--- config.mk ---
export PLATFORM = sky130hd
export DESIGN_NAME = gva_gen
export DESIGN_NICKNAME = d
export VERILOG_FILES = /design/src/rtl/gva_pkg.sv /design/src/rtl/gva_space_regs.sv /design/src/rtl/gva_form.sv /design/src/rtl/gva_out_stage.sv /design/src/rtl/gva_gen.sv
export SDC_FILE = /design/constraint.sdc
export NUM_CORES = 1
export LEC_CHECK = 0
export ABC_CLOCK_PERIOD_IN_PS = 3900
export CORE_ASPECT_RATIO = 0.7
export CORE_MARGIN = 2
export CORE_UTILIZATION = 63
export DETAILED_ROUTE_END_ITERATION = 8
export DONT_BUFFER_PORTS = 1
export GPL_TIMING_DRIVEN = 0
export PLACE_DENSITY = 0.89
export SYNTH_ARGS = -nofsm -noshare
export SYNTH_HDL_FRONTEND = slang
export SYNTH_HIERARCHICAL = 1
export SYNTH_SLANG_ARGS = --single-unit
--- constraint.sdc ---
create_clock -name clk -period 3.9 [get_ports clk]
set_input_delay 0.39 -clock clk [delete_from_list [all_inputs] [get_ports clk]]
set_output_delay 0.39 -clock clk [all_outputs]
set_load 0.02 [all_outputs]
--- src/rtl/gva_pkg.sv ---
package gva_pkg;
    localparam int PTR_W   = 64;
    localparam int NARROW_W = 32;
    localparam int SPACE_W = PTR_W - NARROW_W;
    localparam int OFF_W   = 42;
    localparam int QUAD_W  = 2;
    localparam int SR_LOW_ZERO = 10;

    typedef enum logic [1:0] {
        ST_IDLE  = 2'd0,
        ST_FRESH = 2'd1,
        ST_HOLD  = 2'd2
    } out_state_t;
endpackage

--- src/rtl/gva_space_regs.sv ---
module gva_space_regs #(
    parameter int SPACE_W = 32,
    parameter int QUAD_W  = 2
) (
    input  logic               clk,
    input  logic               rst,
    input  logic               we,
    input  logic [QUAD_W-1:0]  widx,
    input  logic [SPACE_W-1:0] wdata,
    input  logic [QUAD_W-1:0]  ridx,
    output logic [SPACE_W-1:0] rdata
);
    localparam int NUM_SR = 1 << QUAD_W;

    logic [SPACE_W-1:0] bank [NUM_SR];

    for (genvar g = 0; g < NUM_SR; g++) begin : g_sr
        always_ff @(posedge clk) begin
            if (rst) begin
                bank[g] <= '0;
            end else if (we && (widx == QUAD_W'(g))) begin
                bank[g] <= wdata;
            end
        end
    end

    // Read sees the value before any write at this edge.
    assign rdata = bank[ridx];
endmodule

--- src/rtl/gva_form.sv ---
module gva_form #(
    parameter int PTR_W       = 64,
    parameter int NARROW_W    = 32,
    parameter int OFF_W       = 42,
    parameter int QUAD_W      = 2,
    parameter int SR_LOW_ZERO = 10
) (
    input  logic [PTR_W-1:0]          ptr,
    input  logic                      wide,
    input  logic                      swizzle,
    output logic [QUAD_W-1:0]         quad,
    input  logic [PTR_W-NARROW_W-1:0] space,
    output logic [PTR_W-1:0]          gva,
    output logic                      malformed
);
    localparam int SPACE_W = PTR_W - NARROW_W;
    localparam int KEEP_LO = NARROW_W - QUAD_W;
    localparam int GAP_W   = PTR_W - NARROW_W;
    localparam int RSV_HI  = PTR_W - QUAD_W - 1;

    logic [NARROW_W-1:0] nptr;
    logic [PTR_W-1:0]    swz;
    logic [PTR_W-1:0]    wsrc;
    logic                use_wide;
    logic                rsv_bad;
    logic                spc_bad;

    always_comb begin
        nptr     = ptr[NARROW_W-1:0];
        swz      = {nptr[NARROW_W-1 -: QUAD_W], {GAP_W{1'b0}}, nptr[KEEP_LO-1:0]};
        wsrc     = swizzle ? swz : ptr;
        use_wide = wide | swizzle;
        quad     = use_wide ? wsrc[PTR_W-1 -: QUAD_W] : nptr[NARROW_W-1 -: QUAD_W];
        rsv_bad  = |wsrc[RSV_HI:OFF_W];
        spc_bad  = |space[SR_LOW_ZERO-1:0];
        if (use_wide) begin
            gva       = {space | wsrc[PTR_W-1:NARROW_W], wsrc[NARROW_W-1:0]};
            malformed = rsv_bad | spc_bad;
        end else begin
            gva       = {space[SPACE_W-1:0], nptr};
            malformed = 1'b0;
        end
    end
endmodule

--- src/rtl/gva_out_stage.sv ---
module gva_out_stage
    import gva_pkg::*;
#(
    parameter int PTR_W  = 64,
    parameter int QUAD_W = 2
) (
    input  logic              clk,
    input  logic              rst,
    input  logic              load,
    input  logic [PTR_W-1:0]  gva_d,
    input  logic [QUAD_W-1:0] quad_d,
    input  logic              mal_d,
    output logic              valid_q,
    output logic [PTR_W-1:0]  gva_q,
    output logic [QUAD_W-1:0] quad_q,
    output logic              mal_q
);
    out_state_t state, state_nx;

    always_ff @(posedge clk) begin
        if (rst) state <= ST_IDLE;
        else     state <= state_nx;
    end

    always_comb begin
        state_nx = state;
        unique case (state)
            ST_IDLE:  state_nx = load ? ST_FRESH : ST_IDLE;
            ST_FRESH: state_nx = load ? ST_FRESH : ST_HOLD;
            ST_HOLD:  state_nx = load ? ST_FRESH : ST_HOLD;
            default:  state_nx = ST_IDLE;
        endcase
    end

    always_ff @(posedge clk) begin
        if (rst) begin
            gva_q  <= '0;
            quad_q <= '0;
            mal_q  <= 1'b0;
        end else if (load) begin
            gva_q  <= gva_d;
            quad_q <= quad_d;
            mal_q  <= mal_d;
        end
    end

    assign valid_q = (state == ST_FRESH);
endmodule

--- src/rtl/gva_gen.sv ---
module gva_gen
    import gva_pkg::*;
(
    input  logic                clk,
    input  logic                rst,
    input  logic                sr_we,
    input  logic [QUAD_W-1:0]   sr_idx,
    input  logic [SPACE_W-1:0]  sr_wdata,
    input  logic                in_valid,
    input  logic                in_wide,
    input  logic                in_swizzle,
    input  logic [PTR_W-1:0]    in_ptr,
    output logic                out_valid,
    output logic [PTR_W-1:0]    out_gva,
    output logic [QUAD_W-1:0]   out_quad,
    output logic                out_malformed
);
    logic [QUAD_W-1:0]  sel_quad;
    logic [SPACE_W-1:0] sel_space;
    logic [PTR_W-1:0]   gva_c;
    logic               mal_c;

    gva_space_regs #(.SPACE_W(SPACE_W), .QUAD_W(QUAD_W)) u_regs (
        .clk   (clk),
        .rst   (rst),
        .we    (sr_we),
        .widx  (sr_idx),
        .wdata (sr_wdata),
        .ridx  (sel_quad),
        .rdata (sel_space)
    );

    gva_form #(
        .PTR_W(PTR_W), .NARROW_W(NARROW_W), .OFF_W(OFF_W),
        .QUAD_W(QUAD_W), .SR_LOW_ZERO(SR_LOW_ZERO)
    ) u_form (
        .ptr       (in_ptr),
        .wide      (in_wide),
        .swizzle   (in_swizzle),
        .quad      (sel_quad),
        .space     (sel_space),
        .gva       (gva_c),
        .malformed (mal_c)
    );

    gva_out_stage #(.PTR_W(PTR_W), .QUAD_W(QUAD_W)) u_out (
        .clk     (clk),
        .rst     (rst),
        .load    (in_valid),
        .gva_d   (gva_c),
        .quad_d  (sel_quad),
        .mal_d   (mal_c),
        .valid_q (out_valid),
        .gva_q   (out_gva),
        .quad_q  (out_quad),
        .mal_q   (out_malformed)
    );
endmodule

# Yosys cells after proc, flatten, opt, wreduce, memory -nomap -nowiden
# Memory sizes are Yosys's and may differ from the RTL's.
# Cells that the tools add are included.
# op_classes
n_eq_ne,5
reduce_logical,9
n_mux,25
bitwise,7
# op_table
op,count
32-bit 2-to-1 mux,4
64-bit 2-to-1 mux,2
32-bit bitwise OR,1
20-bit OR reduction,1
1-bit 2-to-1 mux,16
10-bit OR reduction,1
"2-bit == test, second input constant",3
1-bit bitwise OR,6
"2-bit by 1-bit == test with 1-bit output, second input constant",2
1-bit logical AND,4
2-bit logical NOT,2
2-bit 2-to-1 mux,2
2-bit one-hot mux with 2 select lines,1
2-bit OR reduction,1
# word_totals
word_cells,51
register_bits,69
mem_bits_rw,128
n_memories,1
# memory_table
memory,words,word_bits,read_ports,rd_ports_with_merged_regs,write_ports,line_no,text
u_regs.bank,4,32,1,0,4,gva_space_regs.sv:15,logic [SPACE_W-1:0] bank [NUM_SR];

# Logic depth before layout (Yosys ltp)
# Gate-level depths: netlist of the first run.
# logic_depth
word_depth,6
depth_mapped,11

# By module
# Netlist of the first run, hierarchy kept.
# modules_own_cells
mod,seq_area_each_um2,area_per_inst_um2,cells_per_inst,instances
gva_space_regs,3843.7,5552.8,358,1
gva_out_stage,1381.3,2477.4,227,1
gva_form,0.0,656.9,85,1

# Worst setup path after synthesis of the first run
# OpenSTA, ideal clock, no wires.
# synth_path
kind,input to register
from,input sr_we
to,memory u_regs.bank[3][0] (enable)
stages,4
slack_ps,1089
arrival_time_ps,2383
setup_ps,428
cell_sequence,clkbuf_1 > buf_2 > inv_1 > o21bai_1
# synth_rtl
item,line_no,text
"start, declared",gva_gen.sv:6,"input logic sr_we,"
"end, declared",gva_space_regs.sv:15,

# Worst setup path in the final report of the first run
# layout_path
from,input in_wide
to,register u_out.mal_q
# layout_between
elab_chain_len,6
# layout_rtl
item,line_no,text
"start, declared",gva_gen.sv:10,"input logic in_wide,"
1-bit bitwise OR,gva_form.sv:32,use_wide = wide | swizzle;
2-bit 2-to-1 mux,gva_form.sv:33,quad = use_wide ? wsrc[PTR_W-1 -: QUAD_W] : nptr[NARROW_W-1 -: QUAD_W];
via sel_quad[0],gva_gen.sv:18,logic [QUAD_W-1:0] sel_quad;
memory read 4 x 32 bit,n/a,
via sel_space[9],gva_gen.sv:19,logic [SPACE_W-1:0] sel_space;
10-bit OR reduction,gva_form.sv:35,spc_bad = |space[SR_LOW_ZERO-1:0];
1-bit bitwise OR,gva_form.sv:38,malformed = rsv_bad | spc_bad;
1-bit 2-to-1 mux,gva_form.sv:36,if (use_wide) begin
via mal_c,gva_gen.sv:21,logic mal_c;
"end signal, assigned",gva_out_stage.sv:43,mal_q <= mal_d;
"end, declared",gva_out_stage.sv:16,output logic mal_q
# The timed path passes the listed nets, and every way through them passes these cells.
# A chain may end at the register's enable or synchronous reset.

==> results.tsv, run 1 <==
metric	value	unit
vdd_drop_max	0.308	mV
wl_per_cell	22.7	µm
rows	35	
nNetsFinal	800	
ys.flop_type	edfxtp_1	
core-area	13300	µm²
ant_nets	0	
path_class	input port to flip-flop	
place_congestion	0.798	
routed-via-count	5437	
synth_area_per_cell	13.0	µm²
setup_viol	0	
p_per_area	501	nW/µm²
cts_sinks	197	
slew_headroom	51.1	%
syn_area	8690	µm²
diodes	0	
wirelength	20200	µm
die_x	144	µm
power.leakage	3.78	nW
path_clk_slew	70	ps
fin_crit_sh	67.4	%
placedCellCount	859	
ys_ff_latch	197	
hold_viol	0	
syn_to_final_growth	11.3	%
postCtsSetupBuffers	0	
start_kind	input port	
start_util	65.3	%
fmax	0.380	GHz
fin_util	72.6	%
rr_startpoint	u_regs/bank[2][9]$_SDFFCE_PN0P_	
first_iter_violations	555	
cts_hold_buf	0	
clock_latency	430	ps
crit_path_max_fanout	10	
required	4220	ps
maxCapViolCount	0	
grt_pass1_vias	5507	
syn_inst	670	
syn_nets	777	
grt_overflow	0	
place_area	9050	µm²
via_per_inst	6.10	
io_pins	172	
post-route-cell-area	9670	µm²
hp-start	in_ptr[29]	
rsz0062_at_grt	false	
die-area	14800	µm²
worstMarginPinSlew	734	ps
antenna_found_initial	0	
skew	9.46	ps
drt_first_pass_iters	5	
cts_tree	done	
fin_crit	2630	ps
yosysUniqueCellTypes	33	
drc	0	
drive_above_1_share	19.7	%
clockRootBuffer	clkbuf_16	
slew_violations	0	
cts_resized	0	
synth_top_area_share	44.2	%
synthArstFlopShare	0	%
cts_inserted_buffers	17	
dp_hpwl	14500	µm
hp-class	input port to flip-flop	
yosysWarnings	6	
yosysSeqAreaShare	60.1	%
yosysTopAreaCell	edfxtp_1	
synth-edff-count	128	
portBuffers	0	
final_cells	891	
grt_pass1_wl	30100	µm
track_usage	27.9	%
synth.area.top_cells	edfxtp_1 (44%), dfxtp_1 (16%), nor2_1 (8.6%)	
arrival	2950	ps
nFillCells	837	
critPathCaptureType	flip-flop	
cts_htree_levels	4	
grt_max_degree	27	
p_total	4.84	mW
ctsLongestPathBuffers	2	
chipHeight	102	µm
hold_ws	201	ps
status	finished, final reports clean	
setup.worst_path.start	in_wide	
==> where the power goes <==
| group | internal (mW) | switching (mW) | total [mW] |
|---|---|---|---|
| registers | 2.38 | 0.132 | 2.51 |
| logic | 0.246 | 0.278 | 0.525 |
| clock network | 1.03 | 0.778 | 1.81 |
| total | 3.65 | 1.19 | 4.84 |
==> logic make-up (layout without fill, tap and decap cells) <==
| group | count (synthesis) | after routing | synth area share, % |
|---|---|---|---|
| AOI/OAI and AO/OA | 39 | 39 | 3.49 |
| adders and majority gates | 3 | 3 | 0.432 |
| buffers and inverters | 83 | 119 | 6.67 |
| DFF | 197 | 197 | 60.1 |
| muxes | 101 | 101 | 16.4 |
| and+or+nand+nor | 247 | 247 | 12.9 |
==> sequential cells by signal, summed over array words and instances (netlist names) <==
signal	flops
u_out/quad_q	2
u_out/gva_q	64
u_out/state	2
u_regs/bank	128
u_out/mal_q	1
==> per-stage QoR <==
step	TNS (ps)	setup slack, ps
final	0	1270
after floorplan	0	1090
after global placement	-602	-19.7
after CTS	0	1300
after detailed placement	0	853
after global routing	0	1210
==> path summary, 6_finish.rpt <==
path                                                endpoint  cells past startpoint  slack [ps]
worst min-delay path            u_out/gva_q[29]$_SDFFE_PP0P_                      3         200
worst max register to register      u_out/mal_q$_SDFFE_PP0P_                      6        1850
worst max-delay path                u_out/mal_q$_SDFFE_PP0P_                     11        1270
worst min register to register     u_out/state[0]$_SDFF_PP0_                      2         580
==> layout make-up <==
class | instances | area [µm²] | area share (%)
plain buffers | 79 | 564 | 5.84
clock buffers | 17 | 425 | 4.40
clock inverters | 15 | 190 | 1.97
inverters | 4 | 15.0 | 0.155
multi-input cells | 390 | 2930 | 30.3
flip-flops and latches | 197 | 5230 | 54.1
well taps | 185 | 231 | 2.39
repair buffers | 4 | 87.6 | 0.906
==> placed cells by master, fill, tap and decap left out, types with 2 or more instances in the layout <==
cell and n:
nor4_4 2, inv_1 4, mux2i_1 67, a21o_1 29, clkbuf_1 14, inv_6 5, ha_1 3, bufinv_16 3
nand3b_1 32, buf_8 2, nand2b_1 2, clkbuf_16 17, mux4_1 2, buf_6 5, mux2_2 2, clkinv_1 2
nor4_1 4, mux4_2 30, a221o_1 2, nor2_1 198, buf_4 36, dfxtp_1 69, inv_8 2, edfxtp_1 128
buf_12 6, clkinv_4 3, buf_2 19, o21bai_4 4, nor2b_1 3
==> synth_stat cells (4+ instances only) <==
cell type	number
clkbuf_1	14
mux4_2	30
a21o_1	29
nor2_1	198
nor4_1	4
nand3b_1	32
inv_1	4
o21bai_1	4
edfxtp_1	128
buf_2	19
buf_6	5
buf_4	36
dfxtp_1	69
mux2i_1	67
==> critical path: stages <==
cell and delay (ps):
nor2b_1 90, buf_2 230, mux2_2 390, buf_6 160
buf_12 150, mux4_2 480, nor4_4 360, o2111ai_1 150
o31a_1 340, mux2i_1 140, nor2_1 50
==> routing by layer <==
metal / global-route usage, % / share of wire, % / vias up
met5: 0 / 0 / -
met3: 9.14 / 12 / 36
met4: 9.48 / 2.0 / 0
li1: - / - / 2405
met1: 35.7 / 38 / 2648
met2: 45.8 / 48 / 348
Note: power is estimated with default switching activity, not from simulation.
==> inputs of run 2 (changes only) <==
--- a/config.mk
+++ b/config.mk
@@ -5,14 +5,15 @@
 export SDC_FILE = /design/constraint.sdc
 export NUM_CORES = 1
 export LEC_CHECK = 0
-export ABC_CLOCK_PERIOD_IN_PS = 3900
+export ABC_AREA = 1
+export ABC_CLOCK_PERIOD_IN_PS = 2700
 export CORE_ASPECT_RATIO = 0.7
 export CORE_MARGIN = 2
-export CORE_UTILIZATION = 63
+export CORE_UTILIZATION = 64
 export DETAILED_ROUTE_END_ITERATION = 8
 export DONT_BUFFER_PORTS = 1
 export GPL_TIMING_DRIVEN = 0
-export PLACE_DENSITY = 0.89
+export PLACE_DENSITY = 0.9
 export SYNTH_ARGS = -nofsm -noshare
 export SYNTH_HDL_FRONTEND = slang
 export SYNTH_HIERARCHICAL = 1
==> constraint.sdc (replaced) <==
create_clock -name clk -period 2.7 [get_ports clk]
set_input_delay 0.27 -clock clk [delete_from_list [all_inputs] [get_ports clk]]
set_output_delay 0.27 -clock clk [all_outputs]
set_load 0.02 [all_outputs]
==> run 2 against run 1 <==
Compared with the run above: utilization rose by 0.099 points; sequential power is 44% higher; power increased by 44%; hold slack got worse by 150 ps; die area rose by 5.4%; global-route usage up 3.9 points; clock power up 38%; critical endpoint unchanged; largest cell class unchanged.
==> results.tsv, run 2 <==
metric	value	unit
chipHeight	105	µm
path_clk_slew	70	ps
first_iter_violations	980	
synth_area_per_cell	8.24	µm²
routed-via-count	7733	
grt_overflow	0	
io_pins	172	
drc	0	
fin_crit	2530	ps
fmax	0.395	GHz
syn_nets	1238	
syn_area	9320	µm²
p_per_area	681	nW/µm²
arrival	2860	ps
fin_crit_sh	93.7	%
pwr-share-clk	35.8	%
worstMarginPinSlew	930	ps
skew	14.0	ps
cts_htree_levels	4	
place_worst_setup_slack	-557	ps
diodes	0	
largest_register	u_regs/bank	
rr_startpoint	u_regs/bank[2][9]$_SDFFCE_PN0P_	
dp_hpwl	17200	µm
hold_ws	55.4	ps
hp-class	input port to flip-flop	
layout_common_cells	nand2_1 (327), inv_1 (176), nand3_1 (136)	
swShare	27.8	%
grt_pass1_vias	7283	
core-area	14100	µm²
yosysMostFrequentCell	nand2_1	
syn_inst	1131	
ant_nets	0	
combPwrFrac	12.3	%
rows	36	
synth_top_area_share	41.2	%
vdd_drop_max	0.520	mV
final_common_cell	nand2_1	
place_congestion	0.868	
clockRootBuffer	clkbuf_16	
power.leakage	4.96	nW
synth_commonest_cells	nand2_1 (329), inv_1 (175), nand3_1 (136)	
track_usage	31.9	%
worstPathCellList	buf_6 -> inv_4 -> buf_4 -> nand2_1 -> o21ai_0 -> clkbuf_2 -> inv_1 -> buf_1 -> nand3_1 -> nand2_1 -> nor2_1 -> nand2_1 -> nor2_1 -> nand2_1 -> nor2_1 -> a21oi_1 -> nand3_1 -> nand2_1	
wl_per_cell	18.3	µm
antenna_found_initial	1	
start_kind	input port	
crit_path_max_fanout	10	
largest_register_ffs	128	
yosysWarnings	6	
p_total	6.96	mW
cts_hold_buf	0	
status	finished, final reports clean	
nNetsFinal	1259	
synth.area.top_cells	edfxtp_1 (41%), dfxtp_1 (15%), nand2_1 (13%)	
r2r_slack	1040	ps
yosysTopAreaCell	edfxtp_1	
min_to	u_out/gva_q[15]$_SDFFE_PP0P_	
drive_above_1_share	10.6	%
grt_max_degree	33	
synthArstFlopShare	0	%
path_class	input port to flip-flop	
ys.flop_type	edfxtp_1	
r2r_cells	12	
cts_sinks	197	
slew_violations	0	
tns	0	ps
via_per_inst	5.71	
clock_latency	440	ps
cpMostUsedCell	nand2_1	
die-area	15600	µm²
hp-start	in_ptr[15]	
largestRegisters	u_regs/bank x128, u_out/gva_q x64	
worstReg2RegEnd	u_out/mal_q$_SDFFE_PP0P_	
slew_headroom	37.8	%
setup_viol	0	
holdPathStages	3	
rsz0062_at_grt	false	
wirelength	24700	µm
slowest_delay	310	ps
critPathCaptureType	flip-flop	
portBuffers	0	
required	3030	ps
yosysUniqueCellTypes	23	
fin_util	72.7	%
cts_tree	done	
synth-edff-count	128	
p_seq_share	52.0	%
ys_ff_latch	197	
ctsLongestPathBuffers	2	
yosysSeqAreaShare	56.1	%
cts_inserted_buffers	17	
grt_pass1_wl	37800	µm
hold_viol	0	
syn_to_final_growth	9.62	%
die_x	148	µm
worst_slack	169	ps
drt_first_pass_iters	6	
switchingPower	1.93	mW
maxCapViolCount	0	
p_int	5.03	mW
cpMaxStageDelayCell	buf_1	
start_util	66.3	%
==> run 2: cell count changes after synthesis, moves of 6 or more <==
| cell | previous run | this run |
|---|---|---|
| a21o_1 | 29 | 2 |
| a31o_2 | 0 | 12 |
| clkbuf_1 | 14 | 29 |
| inv_1 | 4 | 175 |
| mux2i_1 | 67 | 0 |
| mux4_2 | 30 | 0 |
| nand2_1 | 1 | 329 |
| nand3_1 | 0 | 136 |
| nand3b_1 | 32 | 0 |
| nor2_1 | 198 | 117 |
| nor3_1 | 0 | 32 |
| o21ai_0 | 0 | 6 |
| o21bai_1 | 4 | 14 |
==> run 2: cells by family (layout without fill, tap and decap cells) <==
logic type,Yosys count,after routing,share of synthesized area [%]
DFF,197,197,56.1
and+or+nand+nor,621,621,27.5
buffers and inverters,273,307,13.1
adders and majority gates,3,3,0.403
AOI/OAI and AO/OA,37,37,2.90
==> run 2: cell type report <==
class | instances | area [µm²]
Clock buffer | 19 | 475
Clock inverter | 13 | 105
Buffer | 95 | 569
Sequential cell | 197 | 5230
Timing Repair Buffer | 2 | 47.5
Multi-Input combinational cell | 661 | 2890
Tap cell | 190 | 238
Fill cell | 1024 | 3830
Inverter | 178 | 671
==> run 2: how the worst max path moves through the flow <==
stage,from,end,slack (ps),cells after the start
4_1_cts,in_swizzle,u_out/mal_q$_SDFFE_PP0P_,60,20
6_report,in_swizzle,u_out/mal_q$_SDFFE_PP0P_,170,18
2_1_floorplan,in_swizzle,u_out/mal_q$_SDFFE_PP0P_,360,19
3_5_place_dp,in_swizzle,u_out/mal_q$_SDFFE_PP0P_,-560,19
5_1_grt,in_swizzle,u_out/mal_q$_SDFFE_PP0P_,5,20
3_3_place_gp,sr_we,u_regs/bank[2][3]$_SDFFCE_PN0P_,-510,2
==> run 2: metrics by stage <==
stage | std cells | instance area, µm²
after CTS | 1355 | 10200
after floorplan | 1131 | 9320
after detailed placement | 1323 | 9620
after global placement | 1321 | 9560
final | 1355 | 10200
after global routing | 1355 | 10200
==> run 2: worst max-delay path, delay by kind of cell <==
kind / cells / cell delay [ps]
AND/OR/NAND/NOR: 10 / 1220
buffers and inverters: 6 / 1020
AO/OA/AOI/OAI: 2 / 320
==> run 2: timing repair <==
| action | CTS | global route |
|---|---|---|
| resized for setup | 1 | 12 |
| setup endpoints to repair | 1 | 1 |
| setup buffers | 0 | 0 |
==> run 2: routing by layer <==
layer	up-vias	track usage [%]	part of all wire [%]
met5	-	0	0.032
met1	3574	39.8	36
met3	68	8.52	14
li1	3549	-	-
met4	2	13.4	3.1
met2	540	52.6	47
==> run 2: power groups by stage <==
stage / clock [mW] / combinational, mW / sequential, mW
finish: 2.49 / 0.855 / 3.62
CTS: 2.51 / 0.832 / 3.62
global route: 2.62 / 0.935 / 3.64
floorplan: 0 / 0.587 / 3.65
global placement: 0 / 0.774 / 3.68
detailed placement: 0 / 0.820 / 3.68
